<file path="src/rtl/ecc_errstat_pkg.sv">
package ecc_errstat_pkg;

    localparam int REG_W = 32;
    localparam int SEL_W = 3;

    typedef enum logic [SEL_W-1:0] {
        SEL_CTRL      = 3'd0,
        SEL_SBE_LIMIT = 3'd1,
        SEL_DBE_LIMIT = 3'd2,
        SEL_SBE_COUNT = 3'd3,
        SEL_DBE_COUNT = 3'd4,
        SEL_ERR_ADDR  = 3'd5
    } reg_sel_e;

    localparam int CB_COUNT_EN = 0;
    localparam int CB_IRQ_EN   = 1;
    localparam int CB_CLEAR    = 2;
    localparam int CB_FIRST    = 10;

    localparam int N_CLASS   = 2;
    localparam int CLASS_SBE = 0;
    localparam int CLASS_DBE = 1;

    typedef struct packed {
        logic first_only;
        logic irq_en;
        logic count_en;
    } ctrl_t;

    localparam ctrl_t CTRL_RESET = '{first_only: 1'b0, irq_en: 1'b0, count_en: 1'b1};

    function automatic ctrl_t ctrl_unpack(input logic [REG_W-1:0] w);
        ctrl_t c;
        c.count_en   = w[CB_COUNT_EN];
        c.irq_en     = w[CB_IRQ_EN];
        c.first_only = w[CB_FIRST];
        return c;
    endfunction

    function automatic logic [REG_W-1:0] ctrl_pack(input ctrl_t c);
        logic [REG_W-1:0] w;
        w              = '0;
        w[CB_COUNT_EN] = c.count_en;
        w[CB_IRQ_EN]   = c.irq_en;
        w[CB_FIRST]    = c.first_only;
        return w;
    endfunction

endpackage

</file>
<file path="src/rtl/ecc_errstat_satcnt.sv">
module ecc_errstat_satcnt #(
    parameter int W = 32
) (
    input  logic         clk,
    input  logic         rst,
    input  logic         clr,
    input  logic         enable,
    input  logic         strobe,
    input  logic [W-1:0] limit,
    output logic [W-1:0] count,
    output logic         reach
);

    logic [W-1:0] cnt_q;
    logic [W-1:0] cnt_inc;
    logic         bump;

    assign cnt_inc = cnt_q + W'(1);
    assign bump    = enable && strobe && (cnt_q < limit);
    assign reach   = bump && (cnt_inc == limit);
    assign count   = cnt_q;

    always_ff @(posedge clk) begin
        if (rst || clr) begin
            cnt_q <= '0;
        end else if (bump) begin
            cnt_q <= cnt_inc;
        end
    end

endmodule

</file>
<file path="src/rtl/ecc_errstat_addrcap.sv">
module ecc_errstat_addrcap #(
    parameter int AW = 32
) (
    input  logic          clk,
    input  logic          rst,
    input  logic          clr,
    input  logic          enable,
    input  logic          strobe,
    input  logic          first_only,
    input  logic [AW-1:0] addr_in,
    output logic [AW-1:0] addr_q,
    output logic          held
);

    logic take;

    assign take = enable && strobe && !(first_only && held);

    always_ff @(posedge clk) begin
        if (rst || clr) begin
            addr_q <= '0;
            held   <= 1'b0;
        end else if (take) begin
            addr_q <= addr_in;
            held   <= 1'b1;
        end
    end

endmodule

</file>
<file path="src/rtl/ecc_errstat_csr.sv">
module ecc_errstat_csr
    import ecc_errstat_pkg::*;
#(
    parameter int CNT_W  = 32,
    parameter int ADDR_W = 32
) (
    input  logic              clk,
    input  logic              rst,
    input  logic              reg_wr,
    input  logic              reg_rd,
    input  logic [SEL_W-1:0]  reg_addr,
    input  logic [REG_W-1:0]  reg_wdata,
    input  logic [CNT_W-1:0]  sbe_count,
    input  logic [CNT_W-1:0]  dbe_count,
    input  logic [ADDR_W-1:0] cap_addr,
    output ctrl_t             ctrl,
    output logic [CNT_W-1:0]  sbe_limit,
    output logic [CNT_W-1:0]  dbe_limit,
    output logic              clr,
    output logic [REG_W-1:0]  reg_rdata
);

    logic [REG_W-1:0] rd_mux;

    assign clr = reg_wr && (reg_addr == SEL_CTRL) && reg_wdata[CB_CLEAR];

    always_ff @(posedge clk) begin
        if (rst) begin
            ctrl      <= CTRL_RESET;
            sbe_limit <= CNT_W'(1);
            dbe_limit <= CNT_W'(1);
        end else if (reg_wr) begin
            case (reg_addr)
                SEL_CTRL:      ctrl      <= ctrl_unpack(reg_wdata);
                SEL_SBE_LIMIT: sbe_limit <= CNT_W'(reg_wdata);
                SEL_DBE_LIMIT: dbe_limit <= CNT_W'(reg_wdata);
                default:       ;
            endcase
        end
    end

    always_comb begin
        case (reg_addr)
            SEL_CTRL:      rd_mux = ctrl_pack(ctrl);
            SEL_SBE_LIMIT: rd_mux = REG_W'(sbe_limit);
            SEL_DBE_LIMIT: rd_mux = REG_W'(dbe_limit);
            SEL_SBE_COUNT: rd_mux = REG_W'(sbe_count);
            SEL_DBE_COUNT: rd_mux = REG_W'(dbe_count);
            SEL_ERR_ADDR:  rd_mux = REG_W'(cap_addr);
            default:       rd_mux = '0;
        endcase
    end

    always_ff @(posedge clk) begin
        if (rst) begin
            reg_rdata <= '0;
        end else if (reg_rd) begin
            reg_rdata <= rd_mux;
        end
    end

endmodule

</file>
<file path="src/rtl/ecc_errstat.sv">
module ecc_errstat
    import ecc_errstat_pkg::*;
#(
    parameter int CNT_W  = 32,
    parameter int ADDR_W = 32
) (
    input  logic              clk,
    input  logic              rst,
    input  logic              sbe_valid,
    input  logic              dbe_valid,
    input  logic [ADDR_W-1:0] err_addr,
    input  logic              reg_wr,
    input  logic              reg_rd,
    input  logic [2:0]        reg_addr,
    input  logic [31:0]       reg_wdata,
    output logic [31:0]       reg_rdata,
    output logic              irq
);

    ctrl_t              ctl;
    logic               clr_pulse;
    logic               ctl_count_en;
    logic               ctl_irq_en;
    logic               ctl_first;
    logic [CNT_W-1:0]   sbe_lim;
    logic [CNT_W-1:0]   dbe_lim;
    logic [CNT_W-1:0]   sbe_cnt;
    logic [CNT_W-1:0]   dbe_cnt;
    logic [ADDR_W-1:0]  cap_addr;
    logic               cap_held;
    logic               pend_q;

    logic [N_CLASS-1:0] strobe_v;
    logic [N_CLASS-1:0] reach_v;
    logic [CNT_W-1:0]   lim_v [N_CLASS];
    logic [CNT_W-1:0]   cnt_v [N_CLASS];

    assign ctl_count_en = ctl.count_en;
    assign ctl_irq_en   = ctl.irq_en;
    assign ctl_first    = ctl.first_only;

    ecc_errstat_csr #(.CNT_W(CNT_W), .ADDR_W(ADDR_W)) u_csr (
        .clk       (clk),
        .rst       (rst),
        .reg_wr    (reg_wr),
        .reg_rd    (reg_rd),
        .reg_addr  (reg_addr),
        .reg_wdata (reg_wdata),
        .sbe_count (sbe_cnt),
        .dbe_count (dbe_cnt),
        .cap_addr  (cap_addr),
        .ctrl      (ctl),
        .sbe_limit (sbe_lim),
        .dbe_limit (dbe_lim),
        .clr       (clr_pulse),
        .reg_rdata (reg_rdata)
    );

    assign strobe_v[CLASS_SBE] = sbe_valid;
    assign strobe_v[CLASS_DBE] = dbe_valid;
    assign lim_v[CLASS_SBE]    = sbe_lim;
    assign lim_v[CLASS_DBE]    = dbe_lim;
    assign sbe_cnt             = cnt_v[CLASS_SBE];
    assign dbe_cnt             = cnt_v[CLASS_DBE];

    for (genvar g = 0; g < N_CLASS; g++) begin : g_class
        ecc_errstat_satcnt #(.W(CNT_W)) u_cnt (
            .clk    (clk),
            .rst    (rst),
            .clr    (clr_pulse),
            .enable (ctl_count_en),
            .strobe (strobe_v[g]),
            .limit  (lim_v[g]),
            .count  (cnt_v[g]),
            .reach  (reach_v[g])
        );
    end

    ecc_errstat_addrcap #(.AW(ADDR_W)) u_cap (
        .clk        (clk),
        .rst        (rst),
        .clr        (clr_pulse),
        .enable     (ctl_count_en),
        .strobe     (sbe_valid),
        .first_only (ctl_first),
        .addr_in    (err_addr),
        .addr_q     (cap_addr),
        .held       (cap_held)
    );

    always_ff @(posedge clk) begin
        if (rst || clr_pulse) begin
            pend_q <= 1'b0;
        end else if (|reach_v) begin
            pend_q <= 1'b1;
        end
    end

    assign irq = pend_q && ctl_irq_en;

endmodule

</file>
<file path="config.mk">
export PLATFORM = sky130hd
export DESIGN_NAME = ecc_errstat
export DESIGN_NICKNAME = d
export VERILOG_FILES = /design/src/rtl/ecc_errstat_pkg.sv /design/src/rtl/ecc_errstat_satcnt.sv /design/src/rtl/ecc_errstat_addrcap.sv /design/src/rtl/ecc_errstat_csr.sv /design/src/rtl/ecc_errstat.sv
export SDC_FILE = /design/constraint.sdc
export NUM_CORES = 1
export LEC_CHECK = 0
export BUFFER_PORTS_ARGS = -buffer_cell sky130_fd_sc_hd__buf_2
export CORE_MARGIN = 5
export CORE_UTILIZATION = 66
export DETAILED_ROUTE_END_ITERATION = 8
export PLACE_DENSITY_LB_ADDON = 0.25
export SYNTH_ARGS = -nofsm -noshare
export SYNTH_HDL_FRONTEND = slang
export SYNTH_HIERARCHICAL = 1
export SYNTH_SLANG_ARGS = --single-unit
</file>
<file path="constraint.sdc">
create_clock -name clk -period 4.17 [get_ports clk]
set_input_delay 0.417 -clock clk [delete_from_list [all_inputs] [get_ports clk]]
set_output_delay 0.417 -clock clk [all_outputs]
set_load 0.01 [all_outputs]
</file>
==> results of run 1 <==
sequential cells by signal, summed over array words and instances, names as in the netlist:
register             count
g_class.u_cnt/count     64
u_cap/addr_q            32
u_csr/dbe_limit         32
u_csr/reg_rdata         32
u_csr/sbe_limit         32
u_csr/ctrl               3
pend_q                   1
u_cap/held               1
path summary, 6_finish.rpt:
check	cells past startpoint	end	from	slack [ns]
max reg2reg	11	pend_q	g_class[1].u_cnt/count[0]	0.79
min reg2reg	2	u_cap/addr_q[27]	u_cap/addr_q[27]	0.47
max	11	pend_q	g_class[1].u_cnt/count[0]	0.79
min	3	u_cap/addr_q[17]	err_addr[17]	0.22
power groups by stage:
stage	Clock, mW	Sequential, mW	Combinational [mW]
global route	1.76	2.02	0.640
CTS	1.68	2.01	0.583
detailed placement	0	2.05	0.579
global placement	0	2.05	0.568
finish	1.67	2.01	0.601
floorplan	0	2.03	0.384
placed cells by master (no fill, tap or decap), types with 51 or more instances in the layout:
master,n
nand4_1,72
nor2_1,103
mux2_2,54
a21oi_1,131
nand2_1,234
inv_1,68
xnor2_1,104
o21ai_0,51
buf_2,105
ha_1,66
dfxtp_1,197
routing by layer:
metal / vias to the layer above / global-route usage (%) / wire length, um
li1: 5775 / - / -
met3: 142 / 7.99 / 4730
met2: 825 / 56.5 / 18300
met4: 0 / 21.0 / 2560
met5: - / 0 / 0
met1: 5791 / 53.3 / 17900
stage by stage:
stage | hold slack [ns] | power [mW] | setup WS [ns] | util, %
after CTS | 0.199 | 4.27 | 0.865 | 72.1
final | 0.215 | 4.29 | 0.792 | 72.1
after detailed placement | 0.449 | 2.63 | 0.908 | 69.1
after global routing | 0.210 | 4.42 | 0.597 | 72.1
after global placement | 0.446 | 2.61 | 0.948 | 69.1
after floorplan | 0.432 | 2.41 | 1.45 | -
final cells by class:
class / count / area (um2)
multi-input combinational: 1219 / 8050
clock inverter: 14 / 161
sequential: 197 / 3940
tap: 265 / 332
timing repair buffer: 130 / 726
inverter: 68 / 255
fill: 1564 / 5370
clock buffer: 18 / 429
critical path, delay by kind of cell (launching register included):
kind	cells	cell delay, ns
fa+ha+maj	1	0.27
flops	1	0.44
compound gates	3	0.77
simple gates	7	1.80
kinds of logic after synthesis:
kind of cell | count (synthesis) | synth area share, %
AO/OA/AOI/OAI | 363 | 18.6
AND/OR/NAND/NOR | 597 | 23.1
buffers and inverters | 180 | 6.66
adder cells (fa/ha/maj) | 66 | 6.45
flip-flops | 197 | 30.8
multiplexers | 69 | 5.92
XOR/XNOR | 124 | 8.48
==> results.yml, run 1 <==
sta:
  finalMaxSlewViolations: 0
  slew_headroom_pct: 38.9
  finalSetupViolCount: 0
  hold_viol: 0
  post-route-period-util_pct: 81.0
  worst_pin_slew_ns: 0.913
  max_clock_freq_mhz: 296
  rsz0062_at_grt: "no"
  post-route-min-period_ns: 3.38
  finalSetupTns_ns: 0
  clock-skew-final_ns: 0.0170
clock_tree:
  clock_path_buffers: 2
  holdBufCountCts: 0
  cts_root_buf: "clkbuf_16"
  cts_resized: 0
  postCtsSetupBuffers: 0
  cts_tree: "yes"
  cts_sinks: 197
  cts.clk_slew.worst_paths_ns: 0.08
  cts_inserted_buffers: 17
  clkLatencyLatePin_ns: 0.45
  cts_max_level: 4
cells_and_area:
  area_growth_pct: 8.52
  n_antenna_cell: 0
  fin_cells: 1911
  design_area_um2: 13900
  nets: 1772
  layout-drive-gt1-share_pct: 17.0
setup_path:
  worst_path_most_repeated_cell: "nor3_1"
  crit_path_cell_trace: "ha_1 -> and4_1 -> nand2_1 -> or3_1 -> nor2_2 -> o221ai_1 -> nor4_2 -> o2111ai_1 -> a2111oi_2 -> nor3_1 -> nor3_1"
  critPathMaxFanout: 10
  critical_path_class: "reg -> reg"
  start_kind: "flip-flop"
  critPathRequiredTime_ns: 4.53
  arrival_ns: 3.74
  endpoint_kind: "flip-flop"
  crit_slowest_cell: "or3_1"
  max_stage_delay_ns: 0.57
flow_run:
  drv_cap: 0
global_route:
  grt_antenna_before_repair: 1
  grt.total_usage_pct: 38.6
  grt_start_max_net_pins: 66
  grt_pass1_wl_mm: 66.6
  grt_pass1_vias: 11700
  overflow: 0
floorplan:
  die_w_um: 149
  dieHeight_um: 149
  initial_utilization_pct: 66.5
  io_pins: 106
  rows: 51
  die_area_um2: 22300
  coreArea_um2: 19300
logic_synthesis:
  synth_edf_count: 0
  yosys_warnings: 6
  async_reset_ff_share_pct: 0
  synthDistinctLibCells: 65
  synthCells: 1596
  synth_top_area_cell: "dfxtp_1"
  synth_area_leaders: "dfxtp_1 31%, xnor2_1 7.1%, nand2_1 6.9%"
  synth_most_common_cell: "nand2_1"
  synth_common_cells: "234 x nand2_1, 197 x dfxtp_1, 133 x a21oi_1"
  ys_seq_elements: 197
  synth.avg_cell_area_um2: 8.03
  netlist_area_um2: 12800
  yosysSeqAreaShare_pct: 30.8
  synthFlopType: "dfxtp_1"
  syn_nets: 1735
  yosysTopAreaCellShare_pct: 30.8
pwr:
  clkPwrFrac_pct: 39.1
  ir_drop_mv: 0.318
  p_int_mw: 2.97
  swShare_pct: 30.8
  power_frac_seq_pct: 46.9
  p_comb_share_pct: 14.0
  power_density_nw_per_um2: 308
  switching_power_mw: 1.32
  leakagePower_nw: 5.06
detailed_routing:
  wirelength_mm: 43.5
  first_pass_iters: 7
  drtAntennaViolNets: 0
  drt_iter0_markers: 1502
  drc_errors: 0
  vias_per_cell: 6.56
  vias: 12500
  wl_per_cell_um: 22.8
placement:
  dp_cells: 1879
  place_area_um2: 13300
  dpl.hpwl_mm: 31.8
  io_buffers: 105
  gp_congestion: 1.03
run_status:
  outcome: "finished, final reports clean"
min_path:
  holdCritPathClass: "in -> reg"
(Power assumes the default switching activity.)
==> run 2: changes to the inputs <==
--- a/config.mk
+++ b/config.mk
@@ -5,9 +5,10 @@
 export SDC_FILE = /design/constraint.sdc
 export NUM_CORES = 1
 export LEC_CHECK = 0
+export ABC_AREA = 1
 export BUFFER_PORTS_ARGS = -buffer_cell sky130_fd_sc_hd__buf_2
 export CORE_MARGIN = 5
-export CORE_UTILIZATION = 66
+export CORE_UTILIZATION = 62
 export DETAILED_ROUTE_END_ITERATION = 8
 export PLACE_DENSITY_LB_ADDON = 0.25
 export SYNTH_ARGS = -nofsm -noshare
==> constraint.sdc (replaced) <==
create_clock -name clk -period 3.2 [get_ports clk]
set_input_delay 0.32 -clock clk [delete_from_list [all_inputs] [get_ports clk]]
set_output_delay 0.32 -clock clk [all_outputs]
set_load 0.01 [all_outputs]
==> results.yml, run 2 <==
setup_path:
  r2r-start: "g_class[1].u_cnt/count[2]"
  start_kind: "flip-flop"
  arrival_ns: 3.04
  reg2reg_depth: 14
  critPathMaxFanout: 9
  endpoint_kind: "flip-flop"
  critPathRequiredTime_ns: 3.58
  ff2ff_setup_slack_ns: 0.53
  r2r_end: "pend_q"
  critical_path_class: "reg -> reg"
sta:
  finalMaxSlewViolations: 0
  setup_slack_ns: 0.534
  finalSetupTns_ns: 0
  post-route-period-util_pct: 83.3
  worst_pin_slew_ns: 1.03
  slew_headroom_pct: 31.3
  max_clock_freq_mhz: 375
  post-route-min-period_ns: 2.67
  clock-skew-final_ns: 0.0160
  rsz0062_at_grt: "no"
  finalSetupViolCount: 0
  hold-worst-slack_ns: 0.124
  hold_viol: 0
clock_tree:
  cts_root_buf: "clkbuf_16"
  cts_max_level: 4
  cts_sinks: 197
  holdBufCountCts: 0
  postCtsSetupBuffers: 0
  clock_path_buffers: 2
  cts.clk_slew.worst_paths_ns: 0.09
  cts_resized: 0
  cts_tree: "yes"
  clkLatencyLatePin_ns: 0.46
  cts_inserted_buffers: 17
logic_synthesis:
  synthDistinctLibCells: 38
  ys_seq_elements: 197
  yosysTopAreaCellShare_pct: 28.9
  synth_fa_ha_area_share_pct: 6.05
  synth_common_cells: "558 x nand2_1, 316 x nor2_1, 256 x inv_1"
  synthCells: 2215
  yosys_warnings: 6
  async_reset_ff_share_pct: 0
  yosys-mux-area-fraction_pct: 0
  synth_top_family_by_area: "simple AND/OR/NAND/NOR gates"
  netlist_area_um2: 13600
  synthFlopType: "dfxtp_1"
  synth_top_area_cell: "dfxtp_1"
  yosysSeqAreaShare_pct: 28.9
  synth_compound_area_share_pct: 13.3
  synth_xor_area_share_pct: 0.972
  synth_area_leaders: "dfxtp_1 29%, nand2_1 15%, nor2_1 8.7%"
  synth_most_common_cell: "nand2_1"
  synth_edf_count: 0
  syn_nets: 2354
  synth.avg_cell_area_um2: 6.16
  synth-simple-area-share_pct: 39.8
placement:
  dpl.hpwl_mm: 36.5
  gp_congestion: 1.05
  dp_cells: 2526
  preCtsSetupSlack_ns: 0.690
  io_buffers: 105
floorplan:
  io_pins: 106
  rows: 54
  initial_utilization_pct: 62.7
  coreArea_um2: 21800
  dieHeight_um: 158
  die_w_um: 158
  die_area_um2: 25100
min_path:
  min_path_cells: 3
  holdCritPathClass: "in -> reg"
  min_to: "u_csr/sbe_limit[6]"
  hp-start: "reg_wdata[6]"
pwr:
  switching_power_mw: 4.37
  power_density_nw_per_um2: 663
  leakagePower_nw: 6.71
  p_int_mw: 5.41
  swShare_pct: 44.7
  clkPwrFrac_pct: 22.9
  power_frac_seq_pct: 36.8
  p_comb_share_pct: 40.3
  ir_drop_mv: 0.853
detailed_routing:
  drc_errors: 0
  drtAntennaViolNets: 0
  wirelength_mm: 47.6
  vias_per_cell: 5.89
  first_pass_iters: 8
  vias: 15100
  drt_iter0_markers: 1758
  wl_per_cell_um: 18.6
global_route:
  grt_start_max_net_pins: 66
  grt_antenna_before_repair: 0
  grt_pass1_vias: 13400
  overflow: 0
  grt.total_usage_pct: 37.3
  grt_pass1_wl_mm: 72.9
cells_and_area:
  area_growth_pct: 8.27
  mostFrequentLayoutCell: "nand2_1"
  largest_reg_flops: 64
  layout-drive-gt1-share_pct: 9.96
  post-route-util_pct: 67.9
  fin_cells: 2558
  final_cell_mix: "558 x nand2_1, 314 x nor2_1, 256 x inv_1"
  n_antenna_cell: 0
  nets: 2404
run_status:
  outcome: "finished, final reports clean"
flow_run:
  drv_cap: 0
-- run 2: changes by cell type in the layout (fill, tap and decap cells not counted), moves of 54 or more --
| cell | delta |
|---|---|
| xnor2_1 | -102 |
| mux2_2 | -54 |
| nand2_1 | +324 |
| nor2_1 | +211 |
| inv_1 | +188 |
| o21ai_0 | +98 |
| nand3_1 | +198 |
-- run 2: kinds of logic after synthesis --
logic type / count (synthesis)
simple gates: 1230
compound gates: 356
buf+inv: 354
flops: 197
fa+ha+maj: 66
xor+xnor: 12
-- run 2: power by group through the flow --
stage	Sequential [mW]	Clock, mW	Combinational (mW)
after global placement	3.60	0	3.75
after CTS	3.56	2.23	3.88
after detailed placement	3.61	0	3.85
after floorplan	3.34	0	2.90
final	3.60	2.24	3.95
after global routing	3.66	2.34	4.48
-- run 2: per-stage QoR --
step | instance area (um2) | power, mW
finish | 14800 | 9.78
global route | 14800 | 10.5
CTS | 14800 | 9.68
detailed placement | 14200 | 7.47
global placement | 14200 | 7.35
floorplan | 13600 | 6.24
-- run 2: worst max-delay path by stage --
| stage | depth (start not counted) | slack [ns] | startpoint | end |
|---|---|---|---|---|
| 2_1_floorplan | 14 | 1.20 | u_csr/dbe_limit[29] | pend_q |
| 3_3_place_gp | 14 | 0.69 | g_class[1].u_cnt/count[2] | pend_q |
| 3_5_place_dp | 14 | 0.69 | g_class[1].u_cnt/count[2] | pend_q |
| 4_1_cts | 14 | 0.63 | g_class[1].u_cnt/count[2] | pend_q |
| 5_1_grt | 14 | 0.38 | g_class[0].u_cnt/count[3] | g_class[0].u_cnt/count[13] |
| 6_report | 14 | 0.53 | g_class[1].u_cnt/count[2] | pend_q |
-- run 2: layout make-up --
class                           count  area [um2]
Multi-Input combinational cell   1664        8200
Fill cell                        2002        6990
Sequential cell                   197        3940
Inverter                          262         983
Timing Repair Buffer              123         698
Clock buffer                       17         425
Tap cell                          280         350
Clock inverter                     15         168
-- run 2: layer usage --
layer / track usage, % / vias to the layer above / share of wire [%]
li1: - / 7275 / -
met1: 50.0 / 6807 / 39
met2: 58.1 / 837 / 44
met3: 6.25 / 159 / 11
met4: 19.4 / 0 / 6.0
met5: 0 / - / 0
-- run 2: worst max-delay path, stage by stage, from the launching register on --
cell     delay, ns
dfxtp_1       0.49
nand2_1       0.14
nor2_2        0.26
nand2_1       0.15
nor2_1        0.31
nand2_1       0.10
nand2_1       0.09
nand2_1       0.08
nand2_1       0.08
nand3_1       0.07
nor2_1        0.15
nand3_1       0.11
nor3_2        0.32
nor2_1        0.09
a21oi_1       0.13
